**config.mk**
```make
export PLATFORM = sky130hd
export DESIGN_NAME = fsl_and_word
export DESIGN_NICKNAME = d
export VERILOG_FILES = /design/src/rtl/fsl_and_pkg.sv /design/src/rtl/fsl_and_cell.sv /design/src/rtl/fsl_jump_monitor.sv /design/src/rtl/fsl_word_complete.sv /design/src/rtl/fsl_and_word.sv
export SDC_FILE = /design/constraint.sdc
export NUM_CORES = 1
export LEC_CHECK = 0
export ABC_AREA = 1
export BUFFER_PORTS_ARGS = -buffer_cell sky130_fd_sc_hd__buf_2
export CORE_MARGIN = 2
export CORE_UTILIZATION = 51
export CTS_BUF_LIST = sky130_fd_sc_hd__clkbuf_2 sky130_fd_sc_hd__clkbuf_4 sky130_fd_sc_hd__clkbuf_8
export DETAILED_ROUTE_END_ITERATION = 10
export PLACE_DENSITY = 0.86
export SLEW_MARGIN = 10
export SYNTH_ARGS = -nofsm -noshare
export SYNTH_HDL_FRONTEND = slang
export SYNTH_SLANG_ARGS = --single-unit
```
**constraint.sdc**
```tcl
create_clock -name clk -period 1 [get_ports clk]
set_clock_uncertainty 0.05 [all_clocks]
set_input_delay 0.05 -clock clk [delete_from_list [all_inputs] [get_ports clk]]
set_output_delay 0.05 -clock clk [all_outputs]
set_load 0.1 [all_outputs]
```
**src/rtl/fsl_and_pkg.sv**
```systemverilog
package fsl_and_pkg;

   // one dual-rail bit: value rail and phase-mixed rail
   typedef struct packed {
      logic val;
      logic par;
   } fsl_code_t;

   // code held by every result bit after reset: phase 1, logic low
   localparam fsl_code_t FSL_RESET_CODE = '{val: 1'b0, par: 1'b1};

   function automatic logic fsl_phase(input fsl_code_t c);
      return c.val ^ c.par;
   endfunction

   function automatic fsl_code_t fsl_encode(input logic v, input logic ph);
      fsl_code_t c;
      c.val = v;
      c.par = v ^ ph;
      return c;
   endfunction

endpackage

```
**src/rtl/fsl_and_cell.sv**
```systemverilog
module fsl_and_cell
   import fsl_and_pkg::*;
(
   input  logic      clk,
   input  logic      rst,
   input  fsl_code_t op_x,
   input  fsl_code_t op_y,
   output fsl_code_t res
);

   fsl_code_t held_q;
   logic      ph_x, ph_y, same_ph, new_wave;

   always_comb begin
      ph_x     = fsl_phase(op_x);
      ph_y     = fsl_phase(op_y);
      same_ph  = (ph_x == ph_y);
      new_wave = same_ph && (ph_x != fsl_phase(held_q));
   end

   always_ff @(posedge clk) begin
      if (rst)
         held_q <= FSL_RESET_CODE;
      else if (new_wave)
         held_q <= fsl_encode(op_x.val & op_y.val, ph_x);
   end

   assign res = held_q;

endmodule

```
**src/rtl/fsl_jump_monitor.sv**
```systemverilog
module fsl_jump_monitor #(
   parameter int WIDTH = 4
) (
   input  logic             clk,
   input  logic             rst,
   input  logic [WIDTH-1:0] mon_val,
   input  logic [WIDTH-1:0] mon_par,
   output logic             jump
);

   logic [WIDTH-1:0] prev_val_q, prev_par_q;
   logic             primed_q;
   logic [WIDTH-1:0] both_flip;

   always_ff @(posedge clk) begin
      prev_val_q <= mon_val;
      prev_par_q <= mon_par;
      primed_q   <= !rst;
   end

   always_comb begin
      both_flip = (mon_val ^ prev_val_q) & (mon_par ^ prev_par_q);
      jump      = primed_q && (|both_flip);
   end

endmodule

```
**src/rtl/fsl_word_complete.sv**
```systemverilog
module fsl_word_complete
   import fsl_and_pkg::*;
#(
   parameter int WIDTH = 4
) (
   input  fsl_code_t [WIDTH-1:0] codes,
   output logic                  complete
);

   logic [WIDTH-1:0] ph;

   for (genvar i = 0; i < WIDTH; i++) begin : g_ph
      assign ph[i] = fsl_phase(codes[i]);
   end

   assign complete = (&ph) | ~(|ph);

endmodule

```
**src/rtl/fsl_and_word.sv**
```systemverilog
module fsl_and_word
   import fsl_and_pkg::*;
#(
   parameter int WIDTH      = 4,
   parameter bit STICKY_ERR = 1'b0
) (
   input  logic             clk,
   input  logic             rst,
   input  logic [WIDTH-1:0] x_val,
   input  logic [WIDTH-1:0] x_par,
   input  logic [WIDTH-1:0] y_val,
   input  logic [WIDTH-1:0] y_par,
   output logic [WIDTH-1:0] z_val,
   output logic [WIDTH-1:0] z_par,
   output logic             word_done,
   output logic             jump_err
);

   localparam int MON_W = 2 * WIDTH;

   if (WIDTH < 1) begin : g_width_chk
      $error("fsl_and_word: WIDTH must be at least 1");
   end

   fsl_code_t [WIDTH-1:0] res;
   logic                  jump;

   for (genvar i = 0; i < WIDTH; i++) begin : g_bit
      fsl_code_t cx, cy;
      assign cx = '{val: x_val[i], par: x_par[i]};
      assign cy = '{val: y_val[i], par: y_par[i]};

      fsl_and_cell cell_i (
         .clk  (clk),
         .rst  (rst),
         .op_x (cx),
         .op_y (cy),
         .res  (res[i])
      );

      assign z_val[i] = res[i].val;
      assign z_par[i] = res[i].par;
   end

   fsl_word_complete #(.WIDTH(WIDTH)) done_i (
      .codes    (res),
      .complete (word_done)
   );

   fsl_jump_monitor #(.WIDTH(MON_W)) mon_i (
      .clk     (clk),
      .rst     (rst),
      .mon_val ({y_val, x_val}),
      .mon_par ({y_par, x_par}),
      .jump    (jump)
   );

   if (STICKY_ERR) begin : g_err_sticky
      always_ff @(posedge clk) begin
         if (rst)       jump_err <= 1'b0;
         else if (jump) jump_err <= 1'b1;
      end
   end else begin : g_err_pulse
      always_ff @(posedge clk) begin
         if (rst) jump_err <= 1'b0;
         else     jump_err <= jump;
      end
   end

endmodule

```
Word level (Yosys, flattened, before mapping). Cells that the tools add are included.

Eq/ne operators: 8. Bitwise gates (word level): 25. Reduce and logical (&&, ||, !) cells: 9.

Operator list (number): 1-bit bitwise XOR (16); 8-bit bitwise XOR (2); 8-bit AND (1); 8-bit OR reduction (1); 1-bit logical AND (5); 1-bit AND (4); 1-bit == test (4); 1-bit inequality test (4); 4-bit AND reduction (1); 4-bit OR reduction (1); 1-bit zero test (1); 1-bit NOT (1); 1-bit OR (1).

Register bits: 26. Input bits: 18. Output and inout bits: 10. Word-level logic and storage cells: 54.

Longest topological paths before layout. Gate-level depths: netlist (run 1).

Depth in word-level cells: 4. Gate-level depth with buffers: 9. Depth with buffers taken out: 9.

Hierarchy. A second synthesis (run 1) with hierarchy kept.

Cell total of the unflattened synthesis: 315. Area, all modules: 1674.1 um^2.

By module, submodules not included: fsl_and_cell (times used 4, cells each 43, area each 209.0 um^2, seq. area each 40.0 um^2); fsl_jump_monitor (times used 1, cells each 101, area each 661.9 um^2, seq. area each 340.3 um^2); fsl_word_complete (times used 1, cells each 39, area each 146.4 um^2, seq. area each 0.0 um^2); fsl_and_word (times used 1, cells each 3, area each 30.0 um^2, seq. area each 20.0 um^2).

Least setup slack after synthesis (run 1). Ideal clock, no wire load.

Kind: register -> output. Start point: register g_bit[2].cell_i.held_q (netlist bit g_bit[2].cell_i.res[1]). End point: output word_done. Data arrival time: 3.554 ns. Required time: 0.900 ns. Setup slack: -2.654 ns. Cell stages (with the launch flop): 5. Path buffers: 0. Cells stage by stage: dfxtp_1 -> inv_1 -> nand2_1 -> nand2_1 -> o31ai_1.

Word-level cells in the longest chain between the ends: 4. Elaborated cells on any way between the ends: 5. Classes of those cells: bitwise (3); reduce/logical (2).

RTL lines: start: declaration (line fsl_and_cell.sv:11) `fsl_code_t held_q;`; start signal: assignment (line fsl_and_cell.sv:25) `held_q <= fsl_encode(op_x.val & op_y.val, ph_x);`; 1-bit bitwise XOR * (line fsl_and_pkg.sv:13) `return c.val ^ c.par;`; 4-bit OR reduction (line fsl_word_complete.sv:16) `assign complete = (&ph) | ~(|ph);`; 1-bit NOT (line fsl_word_complete.sv:16); 1-bit OR * (line fsl_word_complete.sv:16); end: declaration (line fsl_and_word.sv:15) `output logic word_done,`.

Mark *: on every way between the ends. The rest lies on a longest branch, timed or not.

Final worst setup path (run 1).
Start point: register g_bit[0].cell_i.held_q (netlist bit g_bit[0].cell_i.res[1]). End point: output word_done.

Word-level cells in the longest chain between the ends: 4. Elaborated cells on any way between the ends: 5. Classes of those cells: bitwise (3); reduce/logical (2).

RTL lines (line): start: declaration (fsl_and_cell.sv:11); start signal: assignment (fsl_and_cell.sv:25); 1-bit bitwise XOR * (fsl_and_pkg.sv:13); 4-bit OR reduction (fsl_word_complete.sv:16); 1-bit NOT (fsl_word_complete.sv:16); 1-bit OR * (fsl_word_complete.sv:16).

Marked as above.

==> results.sh, run 1 <==
export IMPL_final_common_cell="nand2_1"
export IMPL_syn_num_nets=268
export IMPL_rsz0062_at_grt="yes"
export IMPL_p_comb_frac=0.579
export IMPL_clk_pin_slew_ps=130
export IMPL_arrival_ps=1470
export IMPL_synth_mux_area_frac=0
export IMPL_grt_ovfl_total=0
export IMPL_final_setup_tns_ps=-3550
export IMPL_routed_wl_um=4840
export IMPL_synthTopCellsByArea="dfxtp_1 (36%), nand2_1 (33%), inv_1 (11%)"
export IMPL_drive_gt1_frac=0.382
export IMPL_maxCapViolations=0
export IMPL_fmax_ghz=0.637
export IMPL_synth_area_um2=1440
export IMPL_num_rows=19
export IMPL_r2r_start="g_bit[2].cell_i.res[1]"
export IMPL_synth_compound_area_frac=0.00872
export IMPL_p_seq_frac=0.297
export IMPL_cts_sinks=26
export IMPL_areaGrowthSynthToFinish_pct=68.8
export IMPL_diodes=0
export IMPL_start_util=0.530
export IMPL_cp_start_kind="flip-flop"
export IMPL_yosys_warnings=0
export IMPL_grt_total_usage=0.283
export IMPL_die_w_um=57.0
export IMPL_grt_pass1_wl_um=7180
export IMPL_dr_pass1_iters=5
export IMPL_critPathLaunch="g_bit[0].cell_i.res[1]"
export IMPL_fp_dieArea_um2=3250
export IMPL_ctsHtreeMaxLevel=1
export IMPL_cts_tree="done"
export IMPL_power_switching_mw=1.90
export IMPL_hp_start="x_val[3]"
export IMPL_io_pins=28
export IMPL_worst_setup_path_type="flip-flop to output pin"
export IMPL_dp_cells=322
export IMPL_finalMaxSlewViolations=0
export IMPL_hold_path_class="primary input to flip-flop"
export IMPL_p_int_mw=2.42
export IMPL_switching_share=0.440
export IMPL_grt_pass1_vias=1695
export IMPL_core_um2=2710
export IMPL_synth_top_area_cell="dfxtp_1"
export IMPL_worstMarginPinSlew_ps=230
export IMPL_fin_cells=353
export IMPL_port_buffers=27
export IMPL_drt_iter0_drc=93
export IMPL_irDropWorstVdd_uv=1670
export IMPL_numCtsBuffers=3
export IMPL_p_clk_frac=0.123
export IMPL_yosys_area_share_xor_xnor=0.00610
export IMPL_avgSynthCellArea_um2=5.74
export IMPL_final_setup_worst_slack_ps=-571
export IMPL_ff2ff_setup_slack_ps=-400
export IMPL_powerDensity_nw_per_um2=1780
export IMPL_dr_total_vias=1772
export IMPL_syn_inst=250
export IMPL_gp_congestion=0.789
export IMPL_layout_nets=341
export IMPL_relSlewSlack=0.847
export IMPL_synth_top_family_by_area="simple AND/OR/NAND/NOR gates"
export IMPL_total_power_mw=4.32
export IMPL_root_buffer="clkbuf_4"
export IMPL_finalSetupViolCount=18
export IMPL_cp_required_ps=900
export IMPL_fp_dieH_um=57.0
export IMPL_drc=0
export IMPL_violations="negative setup slack"
export IMPL_dp_hpwl_um=2530
export IMPL_clock_path_buffers=2
export IMPL_finalHoldViolations=0
export IMPL_ant_nets=0
export IMPL_yosysSeqAreaShare=0.363
export IMPL_final_min_clock_period_ps=1570
export IMPL_end_kind="output pin"
export IMPL_finalCritPeriodShare=1.57
export IMPL_synthSimpleGateAreaFrac=0.510
export IMPL_antenna_found_initial=0
export IMPL_viasPerCell=5.02
export IMPL_wl_per_cell_um=13.7
export IMPL_synthAdderAreaFrac=0
export IMPL_grt_start_max_net_pins=15
export IMPL_synth_seq_cells=26
export IMPL_final_cell_mix="nand2_1 (101), inv_1 (34), nor2_1 (20)"
export IMPL_run_status="complete, but fails checks"
export IMPL_path_max_fanout=3
export IMPL_clk_latency_ps=320
export IMPL_utilization=0.894
export IMPL_dp_slack_ps=-261
export IMPL_netlist_area_leader_share=0.363
export IMPL_synth_cell_type_count=13
export IMPL_leakage_nw=1.39
[through the flow]
step	hold slack (ps)	area, um2
after global routing	116	2420
after CTS	75.9	2310
after global placement	163	1970
after floorplan	27.7	1540
final	89.1	2420
after detailed placement	168	1970
[synthesized netlist by cell type]
cell type / instances
o31ai_1: 1
nand4_1: 2
nand3_1: 14
a21oi_1: 1
inv_1: 42
nor2_2: 6
nand2_2: 8
dfxtp_1: 26
nand3_2: 1
nor2_1: 21
xor2_1: 1
inv_2: 1
nand2_1: 126
[worst paths after layout]
path                                          endpoint  cells past startpoint
worst min-delay path            g_bit[3].cell_i.res[1]                      5
worst max register to register  g_bit[2].cell_i.res[1]                     11
worst max-delay path                         word_done                      6
worst min register to register                jump_err                      2
[power by group through the flow]
stage | combinational, mW | clock (mW) | sequential, mW
4_1_cts | 2.20 | 0.538 | 1.26
6_report | 2.50 | 0.533 | 1.29
5_1_grt | 2.62 | 0.570 | 1.29
2_1_floorplan | 0.764 | 0 | 1.72
3_5_place_dp | 1.93 | 0 | 1.27
3_3_place_gp | 1.88 | 0 | 1.26
[final cells by class]
| cell class | count | area [um2] |
|---|---|---|
| Multi-Input combinational cell | 181 | 935 |
| Inverter | 43 | 169 |
| Timing Repair Buffer | 68 | 688 |
| Sequential cell | 26 | 556 |
| Fill cell | 121 | 288 |
| Tap cell | 31 | 38.8 |
| Clock buffer | 4 | 36.3 |
[repair_timing]
item,4_1_cts,5_1_grt
endpoints found under the hold margin,26,0
buffers inserted,8,8
resized for setup,23,30
setup endpoints to repair,17,18
pin swaps,13,9
hold buffers,17,0
[cell families (layout without fill, tap and decap cells)]
group,Yosys count,count (layout)
XOR/XNOR,1,1
flip-flops,26,26
AO/OA/AOI/OAI,2,2
buffers and inverters,43,115
AND/OR/NAND/NOR,178,178
[state kept, by name, summed over array words and instances (netlist names)]
name              cells
g_bit.cell_i.res      8
jump_err              1
mon_i.primed_q        1
mon_i.prev_par_q      8
mon_i.prev_val_q      8
[critical path: stages, from the launching register on]
cell and delay [ps]:
dfxtp_4 380, inv_2 80, nand2_2 70, nand2_2 90
nand3_2 90, o31ai_4 230, buf_12 210
[metal layers]
metal,global-route usage,up-vias,wire length (um)
met4,0.103,0,108
met3,0.0408,14,237
met1,0.313,790,1970
li1,-,877,-
met5,0,-,0
met2,0.544,91,2530
(Power assumes the default switching activity.)
==> inputs of run 2 (changes only) <==
Settings changed: ABC_AREA 1 to unset, CORE_UTILIZATION 51 to 57, GPL_ROUTABILITY_DRIVEN set to 0, PLACE_DENSITY 0.86 to 0.89.
Clock period 1 ns to 1.7 ns, I/O delays scaled along.
==> results.sh, run 2 <==
export IMPL_run_status="completed"
export IMPL_drc=0
export IMPL_synth_most_common_cell="dfxtp_1"
export IMPL_fp_dieArea_um2=3110
export IMPL_finalHoldViolations=0
export IMPL_cts_tree="done"
export IMPL_fill_cells=180
export IMPL_grt_pass1_vias=1349
export IMPL_rsz0062_at_grt="yes"
export IMPL_netlist_area_leader_share=0.340
export IMPL_grt_total_usage=0.230
export IMPL_irDropWorstVdd_uv=603
export IMPL_cp_required_ps=1560
export IMPL_placed_cell_area_um2=1660
export IMPL_grt_ovfl_total=0
export IMPL_dp_hpwl_um=2430
export IMPL_dr_total_vias=1400
export IMPL_routed_wl_um=3480
export IMPL_synth_seq_cells=26
export IMPL_dr_pass1_iters=4
export IMPL_finalCritPeriodShare=0.978
export IMPL_synth_cell_type_count=32
export IMPL_synthArstFlopShare=0
export IMPL_syn_num_nets=189
export IMPL_synth_edff_count=0
export IMPL_fin_area_um2=1910
export IMPL_yosys_warnings=0
export IMPL_synth_area_um2=1530
export IMPL_viasPerCell=5.96
export IMPL_ant_nets=0
export IMPL_port_buffers=27
export IMPL_utilization=0.765
export IMPL_maxCapViolations=0
export IMPL_root_buffer="clkbuf_4"
export IMPL_hold_path_class="primary input to flip-flop"
export IMPL_synthTopCellsByArea="dfxtp_1 (34%), xnor2_1 (6.9%), xor2_1 (6.9%)"
export IMPL_arrival_ps=1530
export IMPL_clk_pin_slew_ps=150
export IMPL_layout_nets=224
export IMPL_ctsHtreeMaxLevel=1
export IMPL_finalMaxSlewViolations=0
export IMPL_grt_start_max_net_pins=15
export IMPL_final_common_cell="buf_2"
export IMPL_num_rows=18
export IMPL_fp_dieH_um=55.8
export IMPL_wl_per_cell_um=14.8
export IMPL_cp_start_kind="flip-flop"
export IMPL_synth_top_area_cell="dfxtp_1"
export IMPL_final_min_clock_period_ps=1660
export IMPL_cts_sinks=26
export IMPL_grt_pass1_wl_um=5870
export IMPL_drt_iter0_drc=55
export IMPL_path_max_fanout=8
export IMPL_diodes=0
export IMPL_synthTopCellsByCount="dfxtp_1 (26), xnor2_1 (12), xor2_1 (12)"
export IMPL_areaGrowthSynthToFinish_pct=25.1
export IMPL_powerDensity_nw_per_um2=804
export IMPL_finalSetupViolCount=0
export IMPL_fmax_ghz=0.602
export IMPL_whs_ps=57.7
export IMPL_worstMarginPinSlew_ps=486
export IMPL_numCtsBuffers=3
export IMPL_start_util=0.612
export IMPL_yosysSeqAreaShare=0.340
export IMPL_clk_latency_ps=330
export IMPL_final_setup_tns_ps=0
export IMPL_final_cell_mix="buf_2 (26), dfxtp_1 (18), dlygate4sd3_1 (16)"
export IMPL_io_pins=28
export IMPL_avgSynthCellArea_um2=8.94
export IMPL_final_setup_worst_slack_ps=37.9
export IMPL_drive_gt1_frac=0.244
export IMPL_core_um2=2500
export IMPL_syn_inst=171
export IMPL_leakage_nw=0.770
export IMPL_antenna_found_initial=0
export IMPL_clock_path_buffers=2
export IMPL_ys_flop_type="dfxtp_1"
export IMPL_end_kind="output pin"
export IMPL_worst_setup_path_type="flip-flop to output pin"
export IMPL_relSlewSlack=0.678
export IMPL_die_w_um=55.8
export IMPL_dp_slack_ps=372
## run 2: cell type report
cell class | instances | area, um2 | share of cell area
multi-input combinational | 128 | 957 | 0.500
timing repair buffer | 46 | 333 | 0.174
tap | 30 | 37.5 | 0.0196
sequential | 26 | 546 | 0.285
clock buffer | 4 | 36.3 | 0.0190
inverter | 1 | 3.75 | 0.00196
## run 2: through the flow
step           power [mW]  instances
3_5_place_dp         1.19        212
4_1_cts              1.52        232
3_3_place_gp         1.17        212
6_report             1.54        235
2_1_floorplan        1.08        171
5_1_grt              1.61        235
## run 2: logic make-up after synthesis
logic type | after synthesis | share of synthesized area
AO/OA/AOI/OAI | 45 | 0.215
XOR/XNOR | 24 | 0.137
buffers and inverters | 17 | 0.0597
flip-flops | 26 | 0.340
multiplexers | 4 | 0.0262
AND/OR/NAND/NOR | 55 | 0.221
## run 2: worst max-delay path: stages, from the launching register on
cell and delay [ps]:
dfxtp_2 400, xor2_2 200, nor4_2 250, nand2b_4 170, buf_12 170
## run 2: final timing paths
path	slack, ps	cells after the start	startpoint	end
worst max-delay path	40	4	g_bit[3].cell_i.res[1]	word_done
worst min-delay path	60	3	rst	g_bit[1].cell_i.res[1]
worst max register to register	340	4	mon_i.prev_val_q[3]	jump_err
worst min register to register	410	1	mon_i.primed_q	jump_err
## run 2: where the power goes
| group | total (mW) | internal [mW] | switching, mW |
|---|---|---|---|
| combinational | 0.531 | 0.206 | 0.325 |
| clock | 0.319 | 0.131 | 0.188 |
| sequential | 0.687 | 0.646 | 0.0412 |
## run 2: layer usage
metal,global-route usage,part of all wire,vias up
li1,-,-,680
met1,0.281,0.43,656
met2,0.395,0.50,55
met3,0.0395,0.055,9
met4,0.0976,0.019,0
met5,0,0,-
## run 2: timing repair
item / CTS / global route
gates resized for setup: 0 / 6
endpoints found under the hold margin: 16 / 0
endpoints found under the setup margin: 0 / 1
buffers inserted: 0 / 3
hold buffers: 16 / 0
==> inputs of run 3 (changes only) <==
Settings changed: CORE_UTILIZATION 57 to 55, CTS_BUF_LIST sky130_fd_sc_hd__clkbuf_2 sky130_fd_sc_hd__clkbuf_4 sky130_fd_sc_hd__clkbuf_8 to sky130_fd_sc_hd__clkbuf_4 sky130_fd_sc_hd__clkbuf_8 sky130_fd_sc_hd__clkbuf_16, PLACE_DENSITY 0.89 to 0.87.
==> results.sh, run 3 (synthesis gave the netlist of run 2 again) <==
export IMPL_run_status="completed"
export IMPL_irDropWorstVdd_uv=582
export IMPL_num_rows=19
export IMPL_diodes=0
export IMPL_grt_ovfl_total=0
export IMPL_core_um2=2690
export IMPL_finalSetupViolCount=0
export IMPL_cp_top_family="simple AND/OR/NAND/NOR gates"
export IMPL_io_pins=28
export IMPL_powerDensity_nw_per_um2=777
export IMPL_finalHoldViolations=0
export IMPL_worst_setup_path_type="flip-flop to output pin"
export IMPL_grt_start_max_net_pins=14
export IMPL_ant_nets=0
export IMPL_die_w_um=56.7
export IMPL_crit_slowest_cell="dfxtp_4"
export IMPL_ctsHtreeMaxLevel=1
export IMPL_drive_gt1_frac=0.249
export IMPL_wl_per_cell_um=15.9
export IMPL_layout_nets=225
export IMPL_clk_pin_slew_ps=130
export IMPL_grt_total_usage=0.222
export IMPL_cp_required_ps=1560
export IMPL_r2r_cells=5
export IMPL_cp_start_kind="flip-flop"
export IMPL_final_cell_mix="buf_2 (26), dfxtp_1 (18), dlygate4sd3_1 (16)"
export IMPL_cts_sinks=26
export IMPL_fmax_ghz=0.613
export IMPL_cts_tree="done"
export IMPL_dp_hpwl_um=2410
export IMPL_drt_iter0_drc=46
export IMPL_placed_cell_area_um2=1660
export IMPL_dr_total_vias=1376
export IMPL_dp_slack_ps=415
export IMPL_drc=0
export IMPL_worstMarginPinSlew_ps=492
export IMPL_final_min_clock_period_ps=1630
export IMPL_path_cells="xor2_2, nor4_2, nand2b_4, buf_12"
export IMPL_antenna_found_initial=0
export IMPL_final_setup_worst_slack_ps=67.9
export IMPL_start_util=0.569
export IMPL_numCtsBuffers=3
export IMPL_final_common_cell="buf_2"
export IMPL_areaGrowthSynthToFinish_pct=24.6
export IMPL_min_to="g_bit[3].cell_i.res[1]"
export IMPL_cp_depth=4
export IMPL_whs_ps=81.5
export IMPL_final_setup_tns_ps=0
export IMPL_hp_start="rst"
export IMPL_end_kind="output pin"
export IMPL_hold_path_class="primary input to flip-flop"
export IMPL_viasPerCell=5.83
export IMPL_fill_cells=204
export IMPL_finalCritPeriodShare=0.960
export IMPL_arrival_ps=1500
export IMPL_leakage_nw=0.767
export IMPL_dr_pass1_iters=4
export IMPL_grt_pass1_vias=1280
export IMPL_fp_dieH_um=56.7
export IMPL_clock_path_buffers=2
export IMPL_rsz0062_at_grt="no"
export IMPL_path_max_fanout=8
export IMPL_utilization=0.709
export IMPL_relSlewSlack=0.674
export IMPL_holdPathStages=3
export IMPL_root_buffer="clkbuf_4"
export IMPL_clk_latency_ps=320
export IMPL_r2r_start="g_bit[2].cell_i.res[1]"
export IMPL_crit_buf_inv=1
export IMPL_port_buffers=27
export IMPL_maxCapViolations=0
export IMPL_fp_dieArea_um2=3220
export IMPL_fin_area_um2=1900
export IMPL_ff2ff_setup_slack_ps=370
export IMPL_grt_pass1_wl_um=5670
export IMPL_finalMaxSlewViolations=0
export IMPL_r2r_end="g_bit[2].cell_i.res[1]"
export IMPL_max_stage_delay_ps=400
export IMPL_routed_wl_um=3750
## run 3: cell count changes in the layout (fill, tap and decap cells not counted)
cell,delta
clkbuf_8,-1
xor2_1,-1
buf_4,+1
xor2_4,-1
xor2_2,+2
## run 3: report_power, final
group	total (mW)	internal, mW	switching (mW)
clock network	0.255	0.0831	0.172
logic	0.543	0.208	0.335
registers	0.682	0.646	0.0364
total	1.48	0.937	0.542
## run 3: final cells by class
| class | count | area [um2] | share of cell area |
|---|---|---|---|
| timing repair buffer | 47 | 340 | 0.179 |
| inverter | 1 | 3.75 | 0.00197 |
| sequential | 26 | 546 | 0.286 |
| clock buffer | 3 | 22.5 | 0.0118 |
| tap | 31 | 38.8 | 0.0204 |
| multi-input combinational | 128 | 953 | 0.501 |
## run 3: worst max path at each step
stage	from	endpoint	slack [ps]
3_5_place_dp	g_bit[1].cell_i.res[1]	word_done	410
4_1_cts	g_bit[1].cell_i.res[1]	word_done	40
3_3_place_gp	g_bit[1].cell_i.res[1]	word_done	430
2_1_floorplan	g_bit[1].cell_i.res[0]	word_done	30
5_1_grt	g_bit[2].cell_i.res[0]	word_done	0.4
6_report	g_bit[2].cell_i.res[0]	word_done	70
## run 3: per-stage QoR
| step | total power, mW | cells |
|---|---|---|
| floorplan | 1.08 | 171 |
| global placement | 1.17 | 213 |
| detailed placement | 1.19 | 213 |
| CTS | 1.46 | 232 |
| global route | 1.55 | 236 |
| finish | 1.48 | 236 |
## run 3: worst min-delay path: stages
cell and delay (ps):
buf_2 150, a311o_1 140, a21oi_1 40
## run 3: what timing repair did
action / CTS / global route
resized for setup: 0 / 6
buffers inserted: 0 / 4
setup endpoints to repair: 0 / 1
hold buffers: 16 / 0
endpoints found under the hold margin: 16 / 0
## run 3: routing by layer
metal	track usage	routed length, um
met1	0.272	1510
met2	0.389	2050
met3	0.0346	147
met4	0.0782	46
met5	0	0
